==> src/rtl/simd_mul_pkg.sv <==
package simd_mul_pkg;
  localparam int WORD_W  = 32;
  localparam int ACC_W   = 2 * WORD_W;
  localparam int CHUNK_W = WORD_W / 2;
  localparam int LANES8  = WORD_W / 8;
  localparam int LANES16 = WORD_W / 16;

  localparam logic [1:0] FMT_B8  = 2'd0;
  localparam logic [1:0] FMT_H16 = 2'd1;
  localparam logic [1:0] FMT_W32 = 2'd2;

  localparam logic [1:0] MODE_SAT  = 2'd0;
  localparam logic [1:0] MODE_FULL = 2'd1;
  localparam logic [1:0] MODE_HIGH = 2'd2;
  localparam logic [1:0] MODE_LOW  = 2'd3;

  typedef enum logic [1:0] {ST_IDLE, ST_ACC0, ST_ACC1, ST_FIN} mulState_t;

  typedef struct packed {
    logic capture;
    logic accEn;
    logic accPass;
    logic finish;
  } mulCtl_t;
endpackage

==> src/rtl/simd_mul_ctrl.sv <==
module simd_mul_ctrl
  import simd_mul_pkg::*;
(
  input  logic    clk,
  input  logic    rst_n,
  input  logic    start,
  output mulCtl_t ctl,
  output logic    busy,
  output logic    done
);
  mulState_t state;

  always_ff @(posedge clk) begin
    if (!rst_n) begin
      state <= ST_IDLE;
      done  <= 1'b0;
    end else begin
      done <= (state == ST_FIN);
      case (state)
        ST_IDLE: if (start) state <= ST_ACC0;
        ST_ACC0: state <= ST_ACC1;
        ST_ACC1: state <= ST_FIN;
        default: state <= ST_IDLE;
      endcase
    end
  end

  always_comb begin
    ctl.capture = (state == ST_IDLE) && start;
    ctl.accEn   = (state == ST_ACC0) || (state == ST_ACC1);
    ctl.accPass = (state == ST_ACC1);
    ctl.finish  = (state == ST_FIN);
    busy        = (state != ST_IDLE);
  end

  // done is a single-cycle pulse
  a_r2_done_pulse: assert property (@(posedge clk) disable iff (!rst_n)
    done |=> !done);
  // busy is never high together with done
  a_r2_done_not_busy: assert property (@(posedge clk) disable iff (!rst_n)
    done |-> !busy);
  // done follows a busy cycle
  a_r2_done_after_busy: assert property (@(posedge clk) disable iff (!rst_n)
    $rose(done) |-> $past(busy));
  // a running operation keeps going whatever start does
  a_r3_run_continues: assert property (@(posedge clk) disable iff (!rst_n)
    (busy && !ctl.finish) |=> busy);
endmodule

==> src/rtl/simd_mul_dp.sv <==
module simd_mul_dp
  import simd_mul_pkg::*;
(
  input  logic              clk,
  input  logic              rst_n,
  input  mulCtl_t           ctl,
  input  logic [WORD_W-1:0] opA,
  input  logic [WORD_W-1:0] opB,
  input  logic [1:0]        laneFmt,
  input  logic              signedOp,
  input  logic [1:0]        resMode,
  output logic [WORD_W-1:0] resLo,
  output logic [WORD_W-1:0] resHi
);
  logic [1:0]        fmtQ, modeQ;
  logic              sgnQ;
  logic [WORD_W-1:0] magA, magB, magANext, magBNext;
  logic [LANES8-1:0] negQ, negNext;
  logic [ACC_W-1:0]  acc, accNext;
  logic [1:0]        fmtIn;
  logic              sgnIn;

  assign fmtIn = (laneFmt == 2'd3) ? FMT_W32 : laneFmt;
  assign sgnIn = signedOp && (fmtIn != FMT_B8);

  // magnitude and sign extraction at capture
  always_comb begin
    magANext = opA;
    magBNext = opB;
    negNext  = '0;
    if (sgnIn) begin
      if (fmtIn == FMT_H16) begin
        for (int j = 0; j < LANES16; j++) begin
          if (opA[16*j+15]) magANext[16*j +: 16] = 16'(-opA[16*j +: 16]);
          if (opB[16*j+15]) magBNext[16*j +: 16] = 16'(-opB[16*j +: 16]);
          negNext[j] = opA[16*j+15] ^ opB[16*j+15];
        end
      end else begin
        if (opA[WORD_W-1]) magANext = WORD_W'(-opA);
        if (opB[WORD_W-1]) magBNext = WORD_W'(-opB);
        negNext[0] = opA[WORD_W-1] ^ opB[WORD_W-1];
      end
    end
  end

  // per-lane partial products
  logic [15:0] prod8  [LANES8];
  logic [31:0] prod16 [LANES16];
  genvar gi;
  generate
    for (gi = 0; gi < LANES8; gi++) begin : g_lane8
      assign prod8[gi] = 16'(magA[8*gi +: 8]) * 16'(magB[8*gi +: 8]);
    end
    for (gi = 0; gi < LANES16; gi++) begin : g_lane16
      assign prod16[gi] = 32'(magA[16*gi +: 16]) * 32'(magB[16*gi +: 16]);
    end
  endgenerate

  logic [CHUNK_W-1:0]        chunk;
  logic [WORD_W+CHUNK_W-1:0] partW;
  assign chunk = ctl.accPass ? magB[WORD_W-1:CHUNK_W] : magB[CHUNK_W-1:0];
  assign partW = (WORD_W+CHUNK_W)'(magA) * (WORD_W+CHUNK_W)'(chunk);

  always_comb begin
    accNext = acc;
    case (fmtQ)
      FMT_B8:
        if (!ctl.accPass)
          for (int i = 0; i < LANES8; i++) accNext[16*i +: 16] = prod8[i];
      FMT_H16:
        if (!ctl.accPass)
          for (int j = 0; j < LANES16; j++) accNext[32*j +: 32] = prod16[j];
      default:
        accNext = acc + (ctl.accPass ? {partW, {CHUNK_W{1'b0}}}
                                     : {{CHUNK_W{1'b0}}, partW});
    endcase
  end

  // signed products restored from magnitudes
  logic [31:0]      sp16 [LANES16];
  logic [ACC_W-1:0] sp32;
  generate
    for (gi = 0; gi < LANES16; gi++) begin : g_sign16
      assign sp16[gi] = negQ[gi] ? 32'(-acc[32*gi +: 32]) : acc[32*gi +: 32];
    end
  endgenerate
  assign sp32 = negQ[0] ? ACC_W'(-acc) : acc;

  logic [WORD_W-1:0] finLo, finHi;
  always_comb begin
    finLo = '0;
    finHi = '0;
    case (fmtQ)
      FMT_B8: begin
        for (int i = 0; i < LANES8; i++) begin
          case (modeQ)
            MODE_SAT:  finLo[8*i +: 8] = (|acc[16*i+8 +: 8]) ? 8'hFF : acc[16*i +: 8];
            MODE_HIGH: finLo[8*i +: 8] = acc[16*i+8 +: 8];
            MODE_LOW:  finLo[8*i +: 8] = acc[16*i +: 8];
            default:   if (i < LANES8/2) finLo[16*i +: 16] = acc[16*i +: 16];
          endcase
        end
      end
      FMT_H16: begin
        for (int j = 0; j < LANES16; j++) begin
          case (modeQ)
            MODE_SAT:
              if (sgnQ) begin
                if ((sp16[j][31:15] == '0) || (sp16[j][31:15] == '1))
                  finLo[16*j +: 16] = sp16[j][15:0];
                else
                  finLo[16*j +: 16] = sp16[j][31] ? 16'h8000 : 16'h7FFF;
              end else begin
                finLo[16*j +: 16] = (|sp16[j][31:16]) ? 16'hFFFF : sp16[j][15:0];
              end
            MODE_HIGH: finLo[16*j +: 16] = sp16[j][31:16];
            MODE_LOW:  finLo[16*j +: 16] = sp16[j][15:0];
            default:   if (j == 0) finLo = sp16[0];
          endcase
        end
      end
      default: begin
        case (modeQ)
          MODE_SAT:
            if (sgnQ) begin
              if ((sp32[ACC_W-1:WORD_W-1] == '0) || (sp32[ACC_W-1:WORD_W-1] == '1))
                finLo = sp32[WORD_W-1:0];
              else
                finLo = sp32[ACC_W-1] ? {1'b1, {(WORD_W-1){1'b0}}}
                                      : {1'b0, {(WORD_W-1){1'b1}}};
            end else begin
              finLo = (|sp32[ACC_W-1:WORD_W]) ? '1 : sp32[WORD_W-1:0];
            end
          MODE_HIGH: finLo = sp32[ACC_W-1:WORD_W];
          MODE_LOW:  finLo = sp32[WORD_W-1:0];
          default: begin
            finLo = sp32[WORD_W-1:0];
            finHi = sp32[ACC_W-1:WORD_W];
          end
        endcase
      end
    endcase
  end

  always_ff @(posedge clk) begin
    if (!rst_n) begin
      fmtQ  <= FMT_B8;
      modeQ <= MODE_SAT;
      sgnQ  <= 1'b0;
      magA  <= '0;
      magB  <= '0;
      negQ  <= '0;
      acc   <= '0;
      resLo <= '0;
      resHi <= '0;
    end else begin
      if (ctl.capture) begin
        fmtQ  <= fmtIn;
        modeQ <= resMode;
        sgnQ  <= sgnIn;
        magA  <= magANext;
        magB  <= magBNext;
        negQ  <= negNext;
        acc   <= '0;
      end else if (ctl.accEn) begin
        acc <= accNext;
      end
      if (ctl.finish) begin
        resLo <= finLo;
        resHi <= finHi;
      end
    end
  end

  // outputs hold outside the finishing step
  a_r11_hold: assert property (@(posedge clk) disable iff (!rst_n)
    !ctl.finish |=> ($stable(resLo) && $stable(resHi)));
  // upper word only carries a full-width 32-bit product
  a_r11_hi_zero: assert property (@(posedge clk) disable iff (!rst_n)
    (ctl.finish && !(fmtQ == FMT_W32 && modeQ == MODE_FULL)) |=> (resHi == '0));
  // an 8-bit lane product above 255 saturates to all ones
  a_r7_u8_clamp: assert property (@(posedge clk) disable iff (!rst_n)
    (ctl.finish && fmtQ == FMT_B8 && modeQ == MODE_SAT && (|acc[15:8]))
      |=> (resLo[7:0] == 8'hFF));
  // 8-bit lanes never carry a negative sign
  a_r4_u8_no_sign: assert property (@(posedge clk) disable iff (!rst_n)
    (ctl.accEn && fmtQ == FMT_B8) |-> (negQ == '0 && !sgnQ));
endmodule

==> src/rtl/simd_mul.sv <==
module simd_mul
  import simd_mul_pkg::*;
(
  input  logic        clk,
  input  logic        rst_n,
  input  logic        start,
  input  logic [31:0] opA,
  input  logic [31:0] opB,
  input  logic [1:0]  laneFmt,
  input  logic        signedOp,
  input  logic [1:0]  resMode,
  output logic        busy,
  output logic        done,
  output logic [31:0] resLo,
  output logic [31:0] resHi
);
  mulCtl_t ctl;

  simd_mul_ctrl u_ctrl (
    .clk   (clk),
    .rst_n (rst_n),
    .start (start),
    .ctl   (ctl),
    .busy  (busy),
    .done  (done)
  );

  simd_mul_dp u_dp (
    .clk      (clk),
    .rst_n    (rst_n),
    .ctl      (ctl),
    .opA      (opA),
    .opB      (opB),
    .laneFmt  (laneFmt),
    .signedOp (signedOp),
    .resMode  (resMode),
    .resLo    (resLo),
    .resHi    (resHi)
  );
endmodule

==> config.mk <==
export PLATFORM = sky130hd
export DESIGN_NAME = simd_mul
export DESIGN_NICKNAME = d
export VERILOG_FILES = /design/src/rtl/simd_mul_pkg.sv /design/src/rtl/simd_mul_ctrl.sv /design/src/rtl/simd_mul_dp.sv /design/src/rtl/simd_mul.sv
export SDC_FILE = /design/constraint.sdc
export NUM_CORES = 2
export LEC_CHECK = 0
export ABC_CLOCK_PERIOD_IN_PS = 26800
export BUFFER_PORTS_ARGS = -buffer_cell sky130_fd_sc_hd__buf_2
export CAP_MARGIN = 20
export CORE_ASPECT_RATIO = 1.25
export CORE_MARGIN = 2
export CORE_UTILIZATION = 62
export DETAILED_ROUTE_END_ITERATION = 10
export PLACE_DENSITY = 0.84
export SLEW_MARGIN = 20
export SYNTH_ARGS = -nofsm -noshare
export SYNTH_HDL_FRONTEND = slang
export SYNTH_HIERARCHICAL = 1
export SYNTH_SLANG_ARGS = --single-unit
==> constraint.sdc <==
create_clock -name clk -period 26.8 [get_ports clk]
set_input_delay 5.36 -clock clk [delete_from_list [all_inputs] [get_ports clk]]
set_output_delay 5.36 -clock clk [all_outputs]
set_load 0.1 [all_outputs]
# After elaboration in Yosys (flattened, before gate mapping)
# Index checks and enable logic that the tools add are counted.
# totals
regBits	202
elab_cells	120
input_bits	72
# classes
mux	50
n_eq_ne	14
n_addsub	10
reduce_logical	25
bitwise	3
multipliers	7
# ops
operator	count
32-bit two-way mux	14
64-bit two-way mux	4
16-bit two-way mux	13
32-bit negation	4
32-bit one-hot mux with 2 select lines	2
64-bit one-hot mux with 2 select lines	1
8-bit one-hot mux with 3 select lines	3
64-bit adder	1
16-bit by 16-bit multiplier with 32-bit output	2
8-bit by 8-bit multiplier with 16-bit output	4
16-bit negation	4
64-bit negation	1
32-bit by 16-bit multiplier with 48-bit output	1
16-bit one-hot mux with 3 select lines	1
17-bit equality test, second input constant	2
17-bit zero test	2
33-bit equality test, second input constant	1
33-bit zero test	1
8-bit two-way mux	4
16-bit one-hot mux with 2 select lines	1
16-bit OR reduction	2
32-bit OR reduction	1
8-bit OR reduction	4
8-bit one-hot mux with 2 select lines	1
15 further kinds	35

# Depth between registers and ports, before layout
# depth
depth_word	8
mapped_depth	47

# By module
# The synthesis kept the hierarchy.
# by_module_without_submodules
mod	area_each_um2	cells_each	n_inst
simd_mul_dp	57332.5	7165	1
simd_mul_ctrl	167.7	18	1

# Least setup slack after synthesis
# Ideal clock, no wire load.
# synth_path
path_kind	register -> register
startpoint	reg u_ctrl.state[0]
endpoint	reg u_dp.acc[63]
path_stages_with_launch	46
period_less_slack_ns	10.016
n_path_buf	3
setup_slack_ns	16.784
arrival_time_ns	9.899
path_cell_list	dfxtp_1 > inv_1 > ha_1 > clkbuf_1 > buf_1 > mux2_2 > clkbuf_1 > and2_1 > fa_1 > inv_1 > fa_1 > fa_1 > inv_1 > fa_1 > fa_1 > inv_1 > fa_1 > inv_1 > [10 not listed] > o21bai_1 > a21oi_1 > xor2_1 > mux2i_1 > ha_1 > a21oi_1 > o2111ai_1 > a31oi_1 > o32ai_1 > o2bb2ai_1 > a21oi_1 > o221ai_1 > a211oi_1 > a21oi_1 > xnor2_1 > xnor2_1 > a2bb2oi_1 > nor2_1
# synth_rtl
element	line	text
start: declaration	simd_mul_ctrl.sv:11	mulState_t state;
start signal: assignment	simd_mul_ctrl.sv:15	state <= ST_IDLE;
start signal: assignment	simd_mul_ctrl.sv:20	ST_IDLE: if (start) state <= ST_ACC0;
start signal: assignment	simd_mul_ctrl.sv:21	ST_ACC0: state <= ST_ACC1;
end signal: assignment	simd_mul_dp.sv:166	acc <= accNext;
end: declaration	simd_mul_dp.sv:19	logic [ACC_W-1:0] acc, accNext;

# Worst setup path in the final report
# layout_path
startpoint	reg u_dp.magB[10]
endpoint	reg u_dp.acc[63]
# layout_via
elab_chain_cells	5
# layout_rtl
element	line	text
start: declaration	simd_mul_dp.sv:17	logic [WORD_W-1:0] magA, magB, magANext, magBNext;
start signal: assignment	simd_mul_dp.sv:162	magB <= magBNext;
16-bit two-way mux	simd_mul_dp.sv:61	assign chunk = ctl.accPass ? magB[WORD_W-1:CHUNK_W] : magB[CHUNK_W-1:0];
32-bit by 16-bit multiplier with 48-bit output	simd_mul_dp.sv:62	assign partW = (WORD_W+CHUNK_W)'(magA) * (WORD_W+CHUNK_W)'(chunk);
64-bit two-way mux	simd_mul_dp.sv:74	accNext = acc + (ctl.accPass ? {partW, {CHUNK_W{1'b0}}}
64-bit adder	simd_mul_dp.sv:74	
64-bit one-hot mux with 2 select lines	simd_mul_dp.sv:66	case (fmtQ)
# Every way passes these cells.
# A chain may end at the register's enable or synchronous reset.

==> results.txt <==
* Slowest cell delay on critical path: 1.11 ns
- P_sw: around 0.0045 W
- Area leader, netlist: fa_1
* Final Skew: 0.0443 ns
- The first global-routing pass estimated 307000 µm of wire.
- Most frequently used cell type in the post-synthesis netlist: inv_1
* Clock buffer count from CTS: 26
- Measured against its own limit, the worst slew margin works out to just under 20%.
* Area enclosed by the die boundary: between 90000 and 100000 µm²
- Clock tree synthesis found a total of 202 sinks.
- The run finished with clean final reports.
* Worst hold slack: 0.486 ns
- Initial cell density of the core: 62.7%
- Input and output buffers added on the ports amount to between 100 and 150.
* Fin cells: 8235
- Remaining DRCs: 0
* Min-Delay Path Class: flop to flop
* Clock network fraction of design power: 5.3%
* Most used cell, CP: fa_1
- Flop pwr share: 8.2%
- Data arrival time of the critical path: roughly 12 ns
* Pin count of the biggest net entering global routing: 72
* Reg2Reg Depth: 39
- Clock Latency Late Sink: between 0.6 and 0.7 ns
- Sequential cell area fraction in the yosys report: 7.03%
- Summed over all cells, the static leakage comes to 29.2 nW.
* First-pass detailed-route iteration total: 8
* H-tree levels: 1
- Number of cell rows: 124
- Peak VDD IR: approximately 100 µV
- The setup path with the least slack is of type flop to flop.
* 1st-iter DRT viols: 5254
* Seq cells post-synth: approximately 200
* Gp weighted congestion: just over 1
- The number of global-route vias before repair is roughly 54000.
* Utilization after layout: 65.2%
- In this run the mean area of a mapped cell was between 8 and 9 µm².
- The total overflow left after global routing is 0.
- Max cap viols: 0
- Routed wire per std cell: 24.2 µm
- In this run the remaining antenna-violating nets after routing total 0.
* Share of total power consumed by net switching: 62.1%
- Total power draw: 0.00719 W
- Along the worst path, the maximum fanout reaches 32.
- HPWL after detailed placement: 154000 µm
- Max clock buf depth: 3
- Quantity of gates resized following cts: 0
* Standard cell core area: a little over 90000 µm²
* Layout overhead on the synthesized area: 3.96%
- STA classifies the critical path endpoint as a flop.
- TritonCTS built the clock tree.
- Synthesis produced a netlist whose cell count is 7183.
- Via total after detailed routing: 52500
- EDFF count, synth: 0
- Via/cell ratio: about 6.4
- In the synthesized netlist, the cells that appear most often are inv_1 (1216), nand2_1 (922), fa_1 (917).
- Crit share post-route: 42.7%
* Power Density: around 120 nW/µm²
- For this run, the post-layout net count is approximately 8500.
- The multi-input combinational cells in the finished layout cover a total of around 47000 µm².
- By area the synthesized netlist is led by fa_1 (32%), ha_1 (11%), inv_1 (7.9%).
* Total wire length after detailed routing: 199000 µm
- In this run the clock root is driven by a clkbuf_16.
* Fraction of synthesis flops using an asynchronous set or reset pin: 0%
- Share of the synthesized area in the top cell type: 31.9%
- The worst setup path is launched from a flop.
- Commonest register cell after synthesis: dfxtp_1
* Cell depth of the worst min-delay path: 2
- The synthesized netlist occupies a cell area of between 50000 and 60000 µm².
- Setup repair after global routing left no endpoint under its margin.
- CP required: roughly 27 ns
- The internal power of the cells totals 0.00272 W.
- The initial antenna violation count was 8.
- Global routing consumed, over all layers together, 41.8% of the routing resources.
- After clock tree synthesis, the clock-pin slew on the worst setup and hold paths is 0.06 ns.
- The total count of max-transition violations in the final report was 0.
* YS warnings: 6
* Number of setup buffers added after CTS: 0
* Die height: 344 µm
- Setup violations remaining at the end of the flow were counted as 0.
* Count of boundary I/O pins: 138
* Slew at the pin closest to its max-slew limit: 1.20 ns
- Shortest period the worst path allows: 11.43 ns
- In the final timing run, aggregate negative setup slack is 0 ns.
- In the final layout, the share of cells above drive strength 1 is 5.35%.
- Synthesis instantiated 96 different standard cells from the library.
- In the final layout, flip-flops and latches occupy 4060 µm².
- Hold repair after CTS inserted 0 buffers.
* Share of total power in combinational logic: 86.5%
* DP Cell Count: 8180
- The final count of hold timing violations is 0.
- Net count of the mapped netlist: between 8000 and 9000
- The die is 276 µm wide.
- The filler cells instantiated in the layout total 7680.
- Maximum clock rate: between 0.08 and 0.09 GHz
* Cell with the largest stage delay on the worst path: dfxtp_1
-- kinds of logic after synthesis --
kind of cell / after synthesis / share of synthesized area (%)
compound gates: 1340 / 15.0
flops: 202 / 7.03
mux: 61 / 1.12
xor+xnor: 325 / 4.96
fa+ha+maj: 1431 / 43.1
simple gates: 2162 / 17.9
buf+inv: 1662 / 10.9
-- metal layers --
metal,GRT usage (%),vias up,wire length (µm)
met4,32.8,0,18400
met1,48.9,25600,69500
met5,0,-,0
met3,7.85,1001,19400
li1,-,22700,-
met2,68.5,3122,92100
-- state kept, by name (all words and copies together), names as in the netlist --
signal	cells
u_ctrl/state	2
u_dp/sgnQ	1
u_dp/magA	32
u_dp/negQ	2
u_dp/magB	32
u_dp/modeQ	2
u_dp/resHi	32
u_dp/resLo	32
u_ctrl/done	1
u_dp/fmtQ	2
u_dp/acc	64
-- area by class of cell --
cell class,instances,share of cell area [%]
Clock buffer,33,1.22
Multi-Input combinational cell,5319,79.0
Clock inverter,14,0.239
Timing Repair Buffer,242,2.50
Tap cell,1197,2.51
Antenna cell,7,0.0293
Sequential cell,202,6.79
Inverter,1221,7.67
-- path summary, 6_finish.rpt --
kind | end | from | slack [ns]
worst max-delay path | u_dp/acc[63] | u_dp/magB[10] | 15.37
worst min-delay path | u_dp/magA[20] | u_dp/magA[20] | 0.49
worst max register to register | u_dp/acc[63] | u_dp/magB[10] | 15.37
worst min register to register | u_dp/magA[20] | u_dp/magA[20] | 0.49
-- power by group through the flow --
| stage | clock (W) | sequential (W) | combinational, W |
|---|---|---|---|
| floorplan | 0 | 0.000487 | 0.00422 |
| finish | 0.000382 | 0.000592 | 0.00621 |
| CTS | 0.000381 | 0.000576 | 0.00603 |
| detailed placement | 0 | 0.000582 | 0.00600 |
| global placement | 0 | 0.000578 | 0.00589 |
| global route | 0.000392 | 0.000591 | 0.00671 |
-- cell usage in the layout, fill, tap and decap left out, types with 26 or more instances in the layout --
| master | netlist | layout |
|---|---|---|
| o21ai_0 | 324 | 323 |
| a21oi_1 | 360 | 360 |
| dfxtp_1 | 202 | 191 |
| nand2b_1 | 46 | 45 |
| a21o_1 | 94 | 94 |
| or3_1 | 58 | 58 |
| buf_2 | 8 | 137 |
| nor4_1 | 36 | 36 |
| clkbuf_16 | 0 | 26 |
| a31oi_1 | 53 | 53 |
| o21bai_1 | 46 | 46 |
| xor2_1 | 132 | 132 |
| mux2_2 | 26 | 26 |
| o31ai_1 | 31 | 30 |
| fa_1 | 917 | 917 |
| nor2_1 | 350 | 347 |
| xnor2_1 | 192 | 192 |
| nor2b_1 | 41 | 41 |
| and2_1 | 455 | 455 |
| buf_4 | 0 | 104 |
| a211oi_1 | 88 | 88 |
| o21a_1 | 26 | 26 |
| o211ai_1 | 34 | 34 |
| nand4_1 | 39 | 39 |
| mux2i_1 | 35 | 35 |
| nand2_1 | 922 | 922 |
| nor3_1 | 59 | 59 |
| ha_1 | 514 | 512 |
| a221oi_1 | 30 | 30 |
| inv_1 | 1216 | 1216 |
| nand3_1 | 68 | 68 |
-- worst max-delay path, delay by kind of cell, from the launching register on --
kind                     cells  cell delay, ns
AO/OA/AOI/OAI               18            4.02
XOR/XNOR                     3            0.55
adder cells (fa/ha/maj)      8            3.76
buffers and inverters        3            0.16
flip-flops                   1            1.11
multiplexers                 2            0.94
AND/OR/NAND/NOR              5            0.77
-- per-stage QoR --
step                instance area (µm²)  setup slack, ns
floorplan                         57500            16.78
global placement                  58900            15.81
detailed placement                58900            15.53
CTS                               59700            15.52
global route                      59800            14.77
finish                            59800            15.37
No activity file was read; power rests on OpenSTA's default activity.
